==> config.mk <==
export PLATFORM = sky130hd
export DESIGN_NAME = dbg_cmd_engine
export DESIGN_NICKNAME = d
export VERILOG_FILES = /design/src/rtl/dbg_cmd_pkg.sv /design/src/rtl/dbg_cmd_decode.sv /design/src/rtl/dbg_cmd_regs.sv /design/src/rtl/dbg_cmd_engine.sv
export SDC_FILE = /design/constraint.sdc
export NUM_CORES = 1
export LEC_CHECK = 0
export BUFFER_PORTS_ARGS = -buffer_cell sky130_fd_sc_hd__buf_2
export CORE_AREA = 10 10 135 137
export CTS_CLUSTER_SIZE = 10
export DETAILED_ROUTE_END_ITERATION = 10
export DIE_AREA = 0 0 145 147
export GPL_TIMING_DRIVEN = 0
export PLACE_DENSITY = 0.73
export SLEW_MARGIN = 25
export SYNTH_ARGS = -nofsm -noshare
export SYNTH_HDL_FRONTEND = slang
export SYNTH_SLANG_ARGS = --single-unit
==> constraint.sdc <==
create_clock -name clk -period 4.5 [get_ports clk]
set_input_delay 0.225 -clock clk [delete_from_list [all_inputs] [get_ports clk]]
set_output_delay 0.225 -clock clk [all_outputs]
set_load 0.02 [all_outputs]
==> src/rtl/dbg_cmd_pkg.sv <==
package dbg_cmd_pkg;
    localparam int BYTE_W = 8;
    localparam int WORD_W = 16;
    localparam logic [7:0] OP_HALT = 8'h1F;

    typedef enum logic {
        PH_OPCODE = 1'b0,
        PH_DATA   = 1'b1
    } phase_e;

    typedef struct packed {
        phase_e            phase;
        logic [3:0]        tgt;
        logic              wr;
        logic              last;
        logic [BYTE_W-1:0] lo;
        logic [BYTE_W-1:0] hi;
        logic [BYTE_W-1:0] tx;
        logic              halt;
    } eng_t;
endpackage

==> src/rtl/dbg_cmd_decode.sv <==
module dbg_cmd_decode #(
    parameter int NUM_BP = 6
) (
    input  logic [7:0] opcode,
    output logic       rd_hit,
    output logic       wr_hit,
    output logic       halt_hit,
    output logic [3:0] tgt,
    output logic       two_byte
);
    localparam logic [3:0] LAST_LO = 4'(4 + NUM_BP);

    logic [3:0] lo;
    logic       in_range;

    always_comb begin
        lo       = opcode[3:0];
        in_range = (lo >= 4'd1) && (lo <= LAST_LO);
        tgt      = lo - 4'd1;
        two_byte = (tgt >= 4'd2);
        rd_hit   = (opcode[7:4] == 4'h0) && in_range;
        wr_hit   = (opcode[7:4] == 4'h1) && in_range && (lo != 4'd2);
        halt_hit = (opcode == dbg_cmd_pkg::OP_HALT);
    end
endmodule

==> src/rtl/dbg_cmd_regs.sv <==
module dbg_cmd_regs #(
    parameter int NUM_BP = 6
) (
    input  logic                 clk,
    input  logic                 rst_n,
    input  logic                 wr_en,
    input  logic [3:0]           wr_tgt,
    input  logic [15:0]          wr_word,
    input  logic [7:0]           flags_in,
    input  logic [3:0]           rd_tgt,
    output logic [15:0]          rd_word,
    output logic [7:0]           ctrl_o,
    output logic [15:0]          addr_o,
    output logic [15:0]          data_o,
    output logic [NUM_BP*16-1:0] bp_o
);
    localparam int NW = NUM_BP + 2;
    localparam int IW = $clog2(NW);

    logic [7:0]  ctrl_d, ctrl_q;
    logic [15:0] wd_d [NW];
    logic [15:0] wd_q [NW];
    logic [3:0]  wr_w, rd_w;

    always_comb begin
        wr_w   = wr_tgt - 4'd2;
        ctrl_d = ctrl_q;
        for (int i = 0; i < NW; i++) wd_d[i] = wd_q[i];
        if (wr_en) begin
            if (wr_tgt == 4'd0) ctrl_d = wr_word[7:0];
            else if (wr_tgt >= 4'd2 && int'(wr_w) < NW) wd_d[wr_w[IW-1:0]] = wr_word;
        end
    end

    always_ff @(posedge clk or negedge rst_n) begin
        if (!rst_n) begin
            ctrl_q <= '0;
            for (int i = 0; i < NW; i++) wd_q[i] <= '0;
        end else begin
            ctrl_q <= ctrl_d;
            for (int i = 0; i < NW; i++) wd_q[i] <= wd_d[i];
        end
    end

    always_comb begin
        rd_w = rd_tgt - 4'd2;
        if (rd_tgt == 4'd0)                rd_word = {8'h00, ctrl_q};
        else if (rd_tgt == 4'd1)           rd_word = {8'h00, flags_in};
        else if (int'(rd_w) < NW)          rd_word = wd_q[rd_w[IW-1:0]];
        else                               rd_word = '0;
    end

    assign ctrl_o = ctrl_q;
    assign addr_o = wd_q[0];
    assign data_o = wd_q[1];

    for (genvar g = 0; g < NUM_BP; g++) begin : g_bp
        assign bp_o[g*16 +: 16] = wd_q[g+2];
    end
endmodule

==> src/rtl/dbg_cmd_engine.sv <==
module dbg_cmd_engine #(
    parameter int NUM_BP = 6
) (
    input  logic                 clk,
    input  logic                 rst_n,
    input  logic                 host_valid,
    input  logic [7:0]           host_rx,
    output logic [7:0]           host_tx,
    input  logic [7:0]           flags_in,
    input  logic                 resume_pulse,
    output logic                 halt_req,
    output logic [7:0]           ctrl_byte,
    output logic [15:0]          addr_word,
    output logic [15:0]          data_word,
    output logic [NUM_BP*16-1:0] bp_words
);
    import dbg_cmd_pkg::*;

    eng_t        st_d, st_q;
    logic        rd_hit, wr_hit, halt_hit, two_byte;
    logic [3:0]  dec_tgt;
    logic [15:0] rd_word;
    logic        wr_en;
    logic [15:0] wr_word;

    dbg_cmd_decode #(.NUM_BP(NUM_BP)) u_dec (
        .opcode   (host_rx),
        .rd_hit   (rd_hit),
        .wr_hit   (wr_hit),
        .halt_hit (halt_hit),
        .tgt      (dec_tgt),
        .two_byte (two_byte)
    );

    dbg_cmd_regs #(.NUM_BP(NUM_BP)) u_regs (
        .clk      (clk),
        .rst_n    (rst_n),
        .wr_en    (wr_en),
        .wr_tgt   (st_q.tgt),
        .wr_word  (wr_word),
        .flags_in (flags_in),
        .rd_tgt   (dec_tgt),
        .rd_word  (rd_word),
        .ctrl_o   (ctrl_byte),
        .addr_o   (addr_word),
        .data_o   (data_word),
        .bp_o     (bp_words)
    );

    always_comb begin
        st_d    = st_q;
        wr_en   = 1'b0;
        wr_word = (st_q.tgt < 4'd2) ? {8'h00, host_rx} : {host_rx, st_q.lo};
        if (resume_pulse) st_d.halt = 1'b0;
        if (host_valid) begin
            if (st_q.phase == PH_OPCODE) begin
                st_d.tgt  = dec_tgt;
                st_d.last = !two_byte;
                st_d.tx   = 8'h00;
                if (rd_hit) begin
                    st_d.phase = PH_DATA;
                    st_d.wr    = 1'b0;
                    st_d.tx    = rd_word[7:0];
                    st_d.hi    = rd_word[15:8];
                end else if (wr_hit) begin
                    st_d.phase = PH_DATA;
                    st_d.wr    = 1'b1;
                end else if (halt_hit) begin
                    st_d.halt  = 1'b1;
                end
            end else if (st_q.last) begin
                st_d.phase = PH_OPCODE;
                st_d.tx    = 8'h00;
                wr_en      = st_q.wr;
            end else begin
                st_d.last = 1'b1;
                st_d.lo   = host_rx;
                st_d.tx   = st_q.wr ? 8'h00 : st_q.hi;
            end
        end
    end

    always_ff @(posedge clk or negedge rst_n) begin
        if (!rst_n) st_q <= '{phase: PH_OPCODE, default: '0};
        else        st_q <= st_d;
    end

    assign host_tx  = st_q.tx;
    assign halt_req = st_q.halt;
endmodule

==> impl_summary.txt, run 1 <==
----------------------------------------------------
[Clocking]
  Postcts setup bufs ... 0
  Sinks on the clock net ... ~170
  Clock latency at the later pin of the worst-skew pair ... 0.44 ns
  Clock buffers created by TritonCTS ... 17
  Buffer levels on the longest clock path ... 2
  H-tree levels ... 4
  Clock slew seen by the registers of the worst setup and hold paths ... 0.07 ns
  Root buffer cell ... clkbuf_16
  TritonCTS clock tree ... yes

[Power and ir drop]
  Worst ir drop on vdd ... 0.000356 V
  Total power of the final layout ... 4.08 mW
  Leak ... 4.67 nW
  PwrDens ... between 400 and 500 nW/um2

[Logic synthesis]
  Yosys warning count ... 0
  Synthesized area per cell ... ~11 um2
  Cell variety after synth ... just over 50
  Seq cells post-synth ... 168
  Synthesized netlist cell count ... 692
  Summed instance area of the synthesized netlist ... 7630 um2
  Net Count, Synth ... 719
  Portion of the post-synthesis area used by sequential elements ... about 55%

[Timing]
  Count of endpoints failing setup in the final report ... 0
  Unrepaired setup endpoints after global routing ... no
  Crit path setup slack, layout ... 0.255 ns
  Fmax achieved ... 0.236 GHz
  Normalized max-slew margin ... 26.2%
  Pins over their slew limit ... 0
  Worst slew pin tran ... 1.08 ns
  Fraction of the cycle the final worst path needs ... 94.3%
  Shortest period the worst path allows ... 4.24 ns
  Final count of hold timing violations ... 0
  Final clock skew ... 0.00920 ns

[Global route]
  Initial antenna violation count ... 0
  Gr ovfl total ... 0
  Vias in the first global route ... 6350
  First-pass GRT wire length ... 38.9 mm
  Overall Global Routing Usage ... 23.7%
  Pin count of the biggest net entering global routing ... 95

[Floorplan]
  Overall die height ... approximately 150 um
  Num ports ... 165
  Width of the chip ... 145 um
  Placeable Area ... 15600 um2
  Starting utilization of the core area ... 48.9%
  Area of the die ... 21300 um2
  Number of cell rows ... 46

[Critical path]
  Minimum setup slack among reg-to-reg paths ... 2.27 ns
  Worst setup path endpoint ... host_tx[3]
  Setup crit start ... host_rx[0]
  Critical path start-end classification ... input pin to flop
  CP max stage cell ... buf_1
  Endpoint type of the worst setup path ... flop
  Longest individual stage delay on the worst path ... 0.64 ns
  Number of cells traversed by the worst register-to-register path ... 4
  Crit Reg-Reg Endpoint ... u_regs.bp_o[39]
  Reg2reg start ... st_q[28]
  Category of the worst setup path launch point ... input pin
  CP cell instances ... buf_2 -> buf_2 -> clkbuf_1 -> inv_1 -> ha_1 -> inv_2 -> clkbuf_2 -> ha_1 -> buf_1 -> mux4_2 -> mux2i_1 -> o221ai_1
  Data arrival time of the critical path ... 4.54 ns
  CP required ... 4.80 ns
  Critical-path maximum fanout ... 10

[Drt]
  DRC violation total after the first TritonRoute iteration ... 578
  Count of nets left with antenna violations after detail routing ... 0
  Detail-routed via count per cell ... 5.68
  Routed wire length on met2 ... 12.3 mm
  Initial DRT Pass Iterations ... 5
  Wire length on met3 ... 2.36 mm
  Wire length reported by the detailed router ... ~25 mm
  Uppermost layer routed ... met4
  Length of routed wiring on met1 ... around 10 mm
  Drc violations ... 0
  Via total after detailed routing ... 6286
  Post-detailed-route wirelength per cell ... 22.9 um

[Final layout]
  Count of placed standard cells in the final layout, fillers left out ... approximately 1100
  Fraction of the core area covered by cells at the end of the flow ... 60.4%
  Fraction of final layout cells with drive strength greater than 1 ... between 30% and 40%
  Design Area, Final ... 9420 um2
  Final net count ... 905
  Area added between synthesis and finish ... 23.5%
  Most used cells in the layout excluding fill and tap cells ... buf_2, dfrtp_1, nand2_1
  Most common cell after layout, fill and taps aside ... buf_2
  Diodes inserted ... 0

[Place]
  PortBufs ... ~160
  Post-placement setup slack ... -0.250 ns
  Gpl congestion ... 0.919
  Placed cell area ... 8760 um2
  DPL Wire Length ... 18.7 mm
  Cells after DPL ... 1073

[Status]
  Status ... finished, final reports clean

[Hold path]
  Worst min-delay path category ... input pin to flop

[Flow run]
  Max-cap viol count ... 0

----------------------------------------------------
## cells by family (layout without fill, tap and decap cells)
| family | after synthesis | after routing | share of synthesized area [%] |
|---|---|---|---|
| fa+ha+maj | 7 | 7 | 1.15 |
| xor+xnor | 3 | 3 | 0.525 |
| simple gates | 212 | 212 | 12.2 |
| buf+inv | 58 | 257 | 3.71 |
| mux | 71 | 71 | 14.9 |
| flops | 168 | 168 | 55.1 |
| compound gates | 173 | 173 | 12.4 |
## layout make-up
class | count | area (um2)
flip-flops and latches | 168 | 4200
repair buffers | 167 | 878
clock inverters | 12 | 186
plain buffers | 53 | 265
fillers | 1334 | 6180
multi-input cells | 466 | 3140
inverters | 5 | 18.8
well taps | 216 | 270
clock buffers | 20 | 457
## Yosys cell counts, drive strengths merged
library cell	number	area share (%)
dfrtp	168	55
nand2	155	7.6
o21ai	131	8.6
mux4	32	9.4
clkbuf	29	1.4
buf	24	2.0
mux2i	23	3.1
nor2	22	1.1
mux2	16	2.4
a21oi	14	0.92
nor3	9	0.89
a22oi	8	0.79
ha	7	1.1
inv	5	0.25
nor3b	5	0.56
o211ai	5	0.49
o22a	4	0.46
nand3	3	0.26
nand4	3	0.33
o221ai	3	0.34
or3	3	0.31
nand2b	2	0.16
nand3b	2	0.20
nand4b	2	0.23
nor2b	2	0.16
o22ai	2	0.16
or2	2	0.16
xnor2	2	0.23
a211o	1	0.11
a21o	1	0.098
a31o	1	0.11
a31oi	1	0.082
and3	1	0.082
and3b	1	0.11
o21a	1	0.098
o31ai	1	0.098
xnor3	1	0.30
## metrics by stage
stage | hold slack (ns) | TNS (ns)
floorplan | -0.0706 | 0
global placement | 0.424 | -1.46
detailed placement | 0.231 | -1.80
CTS | 0.0808 | 0
global route | 0.0990 | 0
finish | 0.0916 | 0
## worst min-delay path by stage
stage	from	endpoint	slack (ns)	cells past startpoint
final	host_rx[5]	u_regs.bp_o[77]	0.09	2
after global routing	host_rx[5]	u_regs.bp_o[77]	0.1	2
after CTS	host_rx[7]	u_regs.bp_o[79]	0.08	2
after detailed placement	rst_n	u_regs.ctrl_o[2]	0.23	1
after global placement	resume_pulse	halt_req	0.42	2
after floorplan	rst_n	halt_req	-0.07	0
## power by group
| part | switching, mW | internal (mW) | leakage, nW | total (mW) |
|---|---|---|---|---|
| clock network | 0.643 | 0.966 | 0.304 | 1.61 |
| registers | 0.102 | 1.63 | 2.30 | 1.74 |
| logic | 0.495 | 0.237 | 2.07 | 0.733 |
| total | 1.24 | 2.84 | 4.67 | 4.08 |
## layer usage
| layer | vias up | global-route usage [%] |
|---|---|---|
| li1 | 2804 | - |
| met1 | 3145 | 29.6 |
| met2 | 307 | 38.3 |
| met3 | 30 | 7.89 |
| met4 | 0 | 7.41 |
| met5 | - | 0 |
## worst max-delay path, delay by kind of cell
family | cells | cell delay, ns
buf+inv | 7 | 2.24
compound gates | 1 | 0.19
mux | 2 | 0.80
fa+ha+maj | 2 | 1.08
## state kept, by name, summed over array words and instances, names as in the netlist
signal,count
halt_req,1
host_tx,8
st_q,23
u_regs.addr_o,16
u_regs.bp_o,96
u_regs.ctrl_o,8
u_regs.data_o,16
## what timing repair did
| item | 4_1_cts | 5_1_grt |
|---|---|---|
| hold buffers | 2 | 0 |
| gates resized for setup | 0 | 1 |
| endpoints found under the hold margin | 75 | 0 |
| setup endpoints to repair | 0 | 2 |
No activity file was read; power rests on OpenSTA's default activity.
==> run 2: changes to the inputs <==
- CORE_AREA: 10 10 135 137 -> 10 10 171 173
- DIE_AREA: 0 0 145 147 -> 0 0 181 183
- GPL_TIMING_DRIVEN: 0 -> unset
- PLACE_DENSITY: 0.73 -> unset
==> impl_summary.txt, run 2 (same netlist as run 1, synthesis figures left out) <==
----------------------------------------------------
[Status]
  Status ... finished, final reports clean

[Clocking]
  Sinks on the clock net ... 168 (unchanged)
  Root buffer cell ... clkbuf_16
  Clock slew seen by the registers of the worst setup and hold paths ... 0.07 ns (about the same)
  TritonCTS clock tree ... yes
  Buffer levels on the longest clock path ... 2 (unchanged)
  Clock buffers created by TritonCTS ... 17 (unchanged)
  Postcts setup bufs ... 0 (unchanged)
  Clock latency at the later pin of the worst-skew pair ... 0.42 ns (-0.02 ns)
  H-tree levels ... 4 (unchanged)

[Timing]
  Shortest period the worst path allows ... 2.79 ns (-1.46 ns)
  Pins over their slew limit ... 0 (unchanged)
  Final clock skew ... 0.0103 ns (+0.00112 ns)
  Count of endpoints failing setup in the final report ... 0 (unchanged)
  Final count of hold timing violations ... 0 (unchanged)
  Summed negative setup slack over all endpoints ... 0 ns (unchanged)
  Fmax achieved ... 0.359 GHz (+52%)
  Worst slew pin tran ... 1.02 ns (-0.0589 ns)
  Fraction of the cycle the final worst path needs ... 61.9% (-32 points)
  Unrepaired setup endpoints after global routing ... no
  Worst hold slack ... 0.115 ns (+0.0238 ns)
  Normalized max-slew margin ... 30.3% (+4.0 points)

[Hold path]
  Endpoint of the worst hold-timing path ... u_regs.bp_o[78]
  Hold wc startpoint ... host_rx[6]
  Worst min-delay path category ... input pin to flop
  Hold Crit Depth ... 2 (unchanged)

[Power and ir drop]
  Sequential share of power ... 44.6% (+2.0 points)
  Leak ... 4.54 nW (-2.9%)
  Net switching power figure ... 1.21 mW (-2.2%)
  Switching share of power ... 30.9% (+0.48 points)
  Internal Pwr Total ... 2.71 mW (-4.4%)
  Combinational power share ... 18.1% (about the same)
  PwrDens ... 422 nW/um2 (-2.5%)
  Clock power share ... 37.3% (-2.1 points)
  Worst ir drop on vdd ... 0.000274 V (-23%)

[Floorplan]
  Area of the die ... 33100 um2 (+55%)
  Starting utilization of the core area ... 29.6% (-19 points)
  Num ports ... 165 (unchanged)
  Number of cell rows ... 59 (+28%)
  Width of the chip ... 181 um (+25%)
  Overall die height ... 183 um (+24%)
  Placeable Area ... 25800 um2 (+65%)

[Global route]
  First-pass GRT wire length ... 39.9 mm (+2.5%)
  Gr ovfl total ... 0 (unchanged)
  Initial antenna violation count ... 0 (unchanged)
  Pin count of the biggest net entering global routing ... 87 (-8.4%)
  Overall Global Routing Usage ... 15.7% (-8.1 points)
  Vias in the first global route ... 5876 (-7.5%)

[Drt]
  Count of nets left with antenna violations after detail routing ... 0 (unchanged)
  Drc violations ... 0 (unchanged)
  Detail-routed via count per cell ... 4.97 (-13%)
  Via total after detailed routing ... 5866 (-6.7%)
  Post-detailed-route wirelength per cell ... 22.3 um (-2.7%)
  Initial DRT Pass Iterations ... 5 (unchanged)
  Wire length reported by the detailed router ... 26.3 mm (+3.8%)
  DRC violation total after the first TritonRoute iteration ... 388 (-33%)

[Critical path]
  Reg2reg start ... st_q[28]
  Critical-path maximum fanout ... 43 (+33)
  Endpoint type of the worst setup path ... flop
  Number of cells traversed by the worst register-to-register path ... 3 (-1)
  Crit Reg-Reg Endpoint ... u_regs.bp_o[55]
  CP required ... 4.83 ns (+0.03 ns)
  Data arrival time of the critical path ... 3.12 ns (-1.42 ns)
  Minimum setup slack among reg-to-reg paths ... 1.96 ns (-0.31 ns)
  Critical path start-end classification ... input pin to flop
  Category of the worst setup path launch point ... input pin

[Final layout]
  Most common cell after layout, fill and taps aside ... dfrtp_1
  Number of flip-flops under the largest register name ... 96 (unchanged)
  Count of filler cells inserted in the layout ... 2536 (+90%)
  Diodes inserted ... 0 (unchanged)
  Fraction of final layout cells with drive strength greater than 1 ... 31.6% (+0.47 points)
  Final net count ... 860 (-5.0%)
  Area added between synthesis and finish ... 22.0%
  Most used cells in the layout excluding fill and tap cells ... dfrtp_1, buf_2, nand2_1

[Place]
  DPL Wire Length ... 19.3 mm (+3.0%)
  Gpl congestion ... 0.820 (-11%)
  PortBufs ... 164 (unchanged)

[Flow run]
  Max-cap viol count ... 0 (unchanged)

----------------------------------------------------
run 2: metrics by stage:
step / setup WS (ns) / instance area (um2) / util (%) / power, mW / std cells
2_1_floorplan: 1.26 / 7630 / - / 2.17 / 692
3_3_place_gp: 1.35 / 8690 / 33.7 / 2.47 / 1147
3_5_place_dp: 1.27 / 8690 / 33.7 / 2.48 / 1147
4_1_cts: 1.70 / 9290 / 36.1 / 3.95 / 1181
5_1_grt: 1.48 / 9310 / 36.1 / 4.10 / 1181
6_report: 1.71 / 9310 / 36.1 / 3.93 / 1181
run 2: timing repair:
item / 4_1_cts / 5_1_grt
gates resized for setup: 0 / 0
hold buffers: 2 / 0
hold endpoints to repair: 83 / 0
run 2: power by group through the flow:
stage               clock [mW]  combinational, mW  sequential, mW
floorplan                    0              0.342            1.83
global placement             0              0.702            1.77
detailed placement           0              0.711            1.77
CTS                       1.49              0.715            1.75
global route              1.55              0.777            1.76
finish                    1.47              0.711            1.75
run 2: area by class of cell:
class	count	area (um2)	share of cell area (%)
clock buffer	22	464	4.99
clock inverter	10	118	1.26
inverter	5	18.8	0.202
multi-input combinational	466	3160	33.9
sequential	168	4200	45.2
tap	335	419	4.50
timing repair buffer	175	927	9.96
run 2: worst max-delay path: stages:
cell and delay (ns):
buf_2 0.09, buf_4 0.63, ha_1 0.54, nor3b_1 0.10, o22ai_1 0.35, nand3_2 0.40
or2_1 0.54, o221ai_1 0.23
run 2: routing by layer:
layer | GRT usage (%) | part of all wire (%) | vias to the layer above
li1 | - | - | 2723
met1 | 22.0 | 48 | 2906
met2 | 23.6 | 44 | 215
met3 | 3.96 | 6.2 | 22
met4 | 4.04 | 1.5 | 0
met5 | 0 | 0 | -
run 2: how the worst max path moves through the flow:
stage                 end  startpoint
2_1_floorplan  host_tx[0]  host_rx[0]
3_3_place_gp   host_tx[5]  host_rx[0]
3_5_place_dp   host_tx[3]  host_rx[0]
4_1_cts        host_tx[3]  host_rx[0]
5_1_grt        host_tx[3]  host_rx[0]
6_report       host_tx[3]  host_rx[0]
==> run 3: changes to the inputs <==
- clock period: 4.5 -> 2.8 ns (I/O delays scaled with it)
==> impl_summary.txt, run 3 (same netlist as run 1, synthesis figures left out) <==
----------------------------------------------------
[Floorplan]
  Starting utilization of the core area ... 29.6% (unchanged)
  Width of the chip ... 181 um (unchanged)
  Overall die height ... 183 um (unchanged)
  Num ports ... 165 (unchanged)
  Area of the die ... 33100 um2 (unchanged)
  Number of cell rows ... 59 (unchanged)
  Placeable Area ... 25800 um2 (unchanged)

[Global route]
  Initial antenna violation count ... 0 (unchanged)
  First-pass GRT wire length ... 38.7 mm (-3.0%)
  Pin count of the biggest net entering global routing ... 85 (-2.3%)
  Gr ovfl total ... 0 (unchanged)
  Overall Global Routing Usage ... 15.2% (-0.47 points)
  Vias in the first global route ... 5956 (+1.4%)

[Clocking]
  Sinks on the clock net ... 168 (unchanged)
  Clock slew seen by the registers of the worst setup and hold paths ... 0.07 ns (about the same)
  Clock buffers created by TritonCTS ... 17 (unchanged)
  H-tree levels ... 4 (unchanged)
  TritonCTS clock tree ... yes
  Buffer levels on the longest clock path ... 2 (unchanged)
  Root buffer cell ... clkbuf_16
  Clock latency at the later pin of the worst-skew pair ... 0.43 ns (about the same)

[Critical path]
  Critical-path maximum fanout ... 12 (-72%)
  CP cell instances ... nand4_2 -> nor2_1 -> and3_1 -> buf_4 -> nor2_1 -> a21oi_1
  Critical path start-end classification ... flop to flop
  Category of the worst setup path launch point ... flop
  CP max stage cell ... and3_1
  Kind of cell adding the most delay to the critical path ... simple AND/OR/NAND/NOR gates
  Longest individual stage delay on the worst path ... 0.63 ns (about the same)
  Number of cells traversed by the worst register-to-register path ... 6 (+3)
  Crit Reg-Reg Endpoint ... u_regs.bp_o[70]
  Minimum setup slack among reg-to-reg paths ... 0.61 ns (-1.35 ns)
  Endpoint type of the worst setup path ... flop
  CP required ... 3.15 ns (-1.68 ns)
  Crit. path cell count ... 6 (-2)
  Cell mode on critical path ... nor2_1
  Setup crit start ... st_q[31]
  Worst setup path endpoint ... u_regs.bp_o[70]
  Data arrival time of the critical path ... 2.53 ns (-0.59 ns)
  Sum of buffers and inverters on the critical path ... 1 (-1)
  Reg2reg start ... st_q[31]

[Timing]
  Normalized max-slew margin ... 46.7% (+16 points)
  Final count of hold timing violations ... 0 (unchanged)
  Crit path setup slack, layout ... 0.613 ns (-1.10 ns)
  Fmax achieved ... 0.457 GHz
  Shortest period the worst path allows ... 2.19 ns
  Count of endpoints failing setup in the final report ... 0 (unchanged)
  Worst slew pin tran ... 0.799 ns (-0.218 ns)
  Final clock skew ... 0.0117 ns (+0.00143 ns)
  Pins over their slew limit ... 0 (unchanged)
  Summed negative setup slack over all endpoints ... 0 ns (unchanged)
  Unrepaired setup endpoints after global routing ... no
  Fraction of the cycle the final worst path needs ... 78.1%

[Drt]
  Drc violations ... 0 (unchanged)
  Count of nets left with antenna violations after detail routing ... 0 (unchanged)
  Post-detailed-route wirelength per cell ... 21.1 um (-5.1%)
  Wire length reported by the detailed router ... 25.4 mm (-3.5%)
  Detail-routed via count per cell ... 4.89 (-1.5%)
  Initial DRT Pass Iterations ... 5 (unchanged)
  DRC violation total after the first TritonRoute iteration ... 579 (+49%)
  Via total after detailed routing ... 5878 (+0.20%)

[Final layout]
  Fraction of final layout cells with drive strength greater than 1 ... 32.7% (+1.1 points)
  Count of placed standard cells in the final layout, fillers left out ... 1201 (+1.7%)
  Final net count ... 880 (+2.3%)
  Number of flip-flops under the largest register name ... 96 (unchanged)
  Most used cells in the layout excluding fill and tap cells ... dfrtp_1, buf_2, nand2_1
  Total area of multi-input combinational cells ... 3140 um2 (-0.48%)
  Most common cell after layout, fill and taps aside ... dfrtp_1
  Area added between synthesis and finish ... 24.4%
  Design Area, Final ... 9490 um2 (+2.0%)
  Diodes inserted ... 0 (unchanged)
  Count of filler cells inserted in the layout ... 2533 (-0.12%)
  Sequential cell area ... 4200 um2 (unchanged)

[Power and ir drop]
  Leak ... 4.66 nW (+2.6%)
  Total power of the final layout ... 6.48 mW (+65%)
  Worst ir drop on vdd ... 0.000383 V (+40%)
  PwrDens ... 682 nW/um2 (+62%)

[Status]
  Status ... finished, final reports clean

[Place]
  DPL Wire Length ... 19.2 mm (-0.51%)
  PortBufs ... 164 (unchanged)
  Gpl congestion ... 0.894 (+9.0%)
  Placed cell area ... 8850 um2 (+1.8%)
  Post-placement setup slack ... 0.357 ns (-0.909 ns)
  Cells after DPL ... 1166 (+1.7%)

[Hold path]
  Worst min-delay path category ... input pin to flop

[Flow run]
  Max-cap viol count ... 0 (unchanged)

----------------------------------------------------
==> run 3: cell types whose count changed in the layout (fill, tap and decap cells not counted), moves of 2 or more <==
cell | previous run | this run
clkbuf_8 | 2 | 4
buf_4 | 8 | 26
inv_8 | 0 | 2
nand2_1 | 153 | 155
clkbuf_1 | 3 | 0
clkinv_2 | 3 | 1
clkinvlp_4 | 1 | 3
mux2i_1 | 19 | 21
nand2_2 | 2 | 0
mux2i_2 | 4 | 2
==> run 3: cell type report <==
class                      instances  share of cell area (%)
sequential                       168                    44.3
multi-input combinational        466                    33.1
timing repair buffer             195                    11.5
clock buffer                      21                    5.06
tap                              335                    4.42
clock inverter                    11                    1.44
inverter                           5                   0.198
==> run 3: worst min-delay path by stage <==
stage | startpoint | end | slack, ns | cells past startpoint
6_report | host_rx[5] | u_regs.bp_o[77] | 0.03 | 2
5_1_grt | host_rx[5] | u_regs.bp_o[77] | 0.02 | 2
4_1_cts | host_rx[5] | st_q[22] | 0.01 | 2
3_5_place_dp | rst_n | u_regs.ctrl_o[2] | 0.26 | 1
3_3_place_gp | rst_n | u_regs.ctrl_o[2] | 0.26 | 1
2_1_floorplan | rst_n | halt_req | -0.16 | 0
==> run 3: report_power, final <==
group          leakage [nW]  switching [mW]  internal, mW  total (mW)
clock network         0.296            1.02          1.43        2.45
logic                  2.06           0.800         0.432        1.23
registers              2.30           0.171          2.63        2.80
==> run 3: metal layers <==
layer	wire length (um)	share of wire, %	track usage [%]
met5	0	0	0
met1	11800	46	20.3
met2	11300	44	22.7
met3	1940	7.7	5.55
met4	370	1.5	4.49
==> run 3: through the flow <==
step | hold WS [ns] | util, %
detailed placement | 0.259 | 34.3
global placement | 0.257 | 34.3
global route | 0.0249 | 36.8
floorplan | -0.156 | -
finish | 0.0312 | 36.8
CTS | 0.0104 | 36.8
==> run 3: repair_timing <==
action / in CTS / in global routing
buffers inserted: 0 / 0
gates resized for setup: 0 / 0
hold buffers: 3 / 0
hold endpoints to repair: 84 / 0
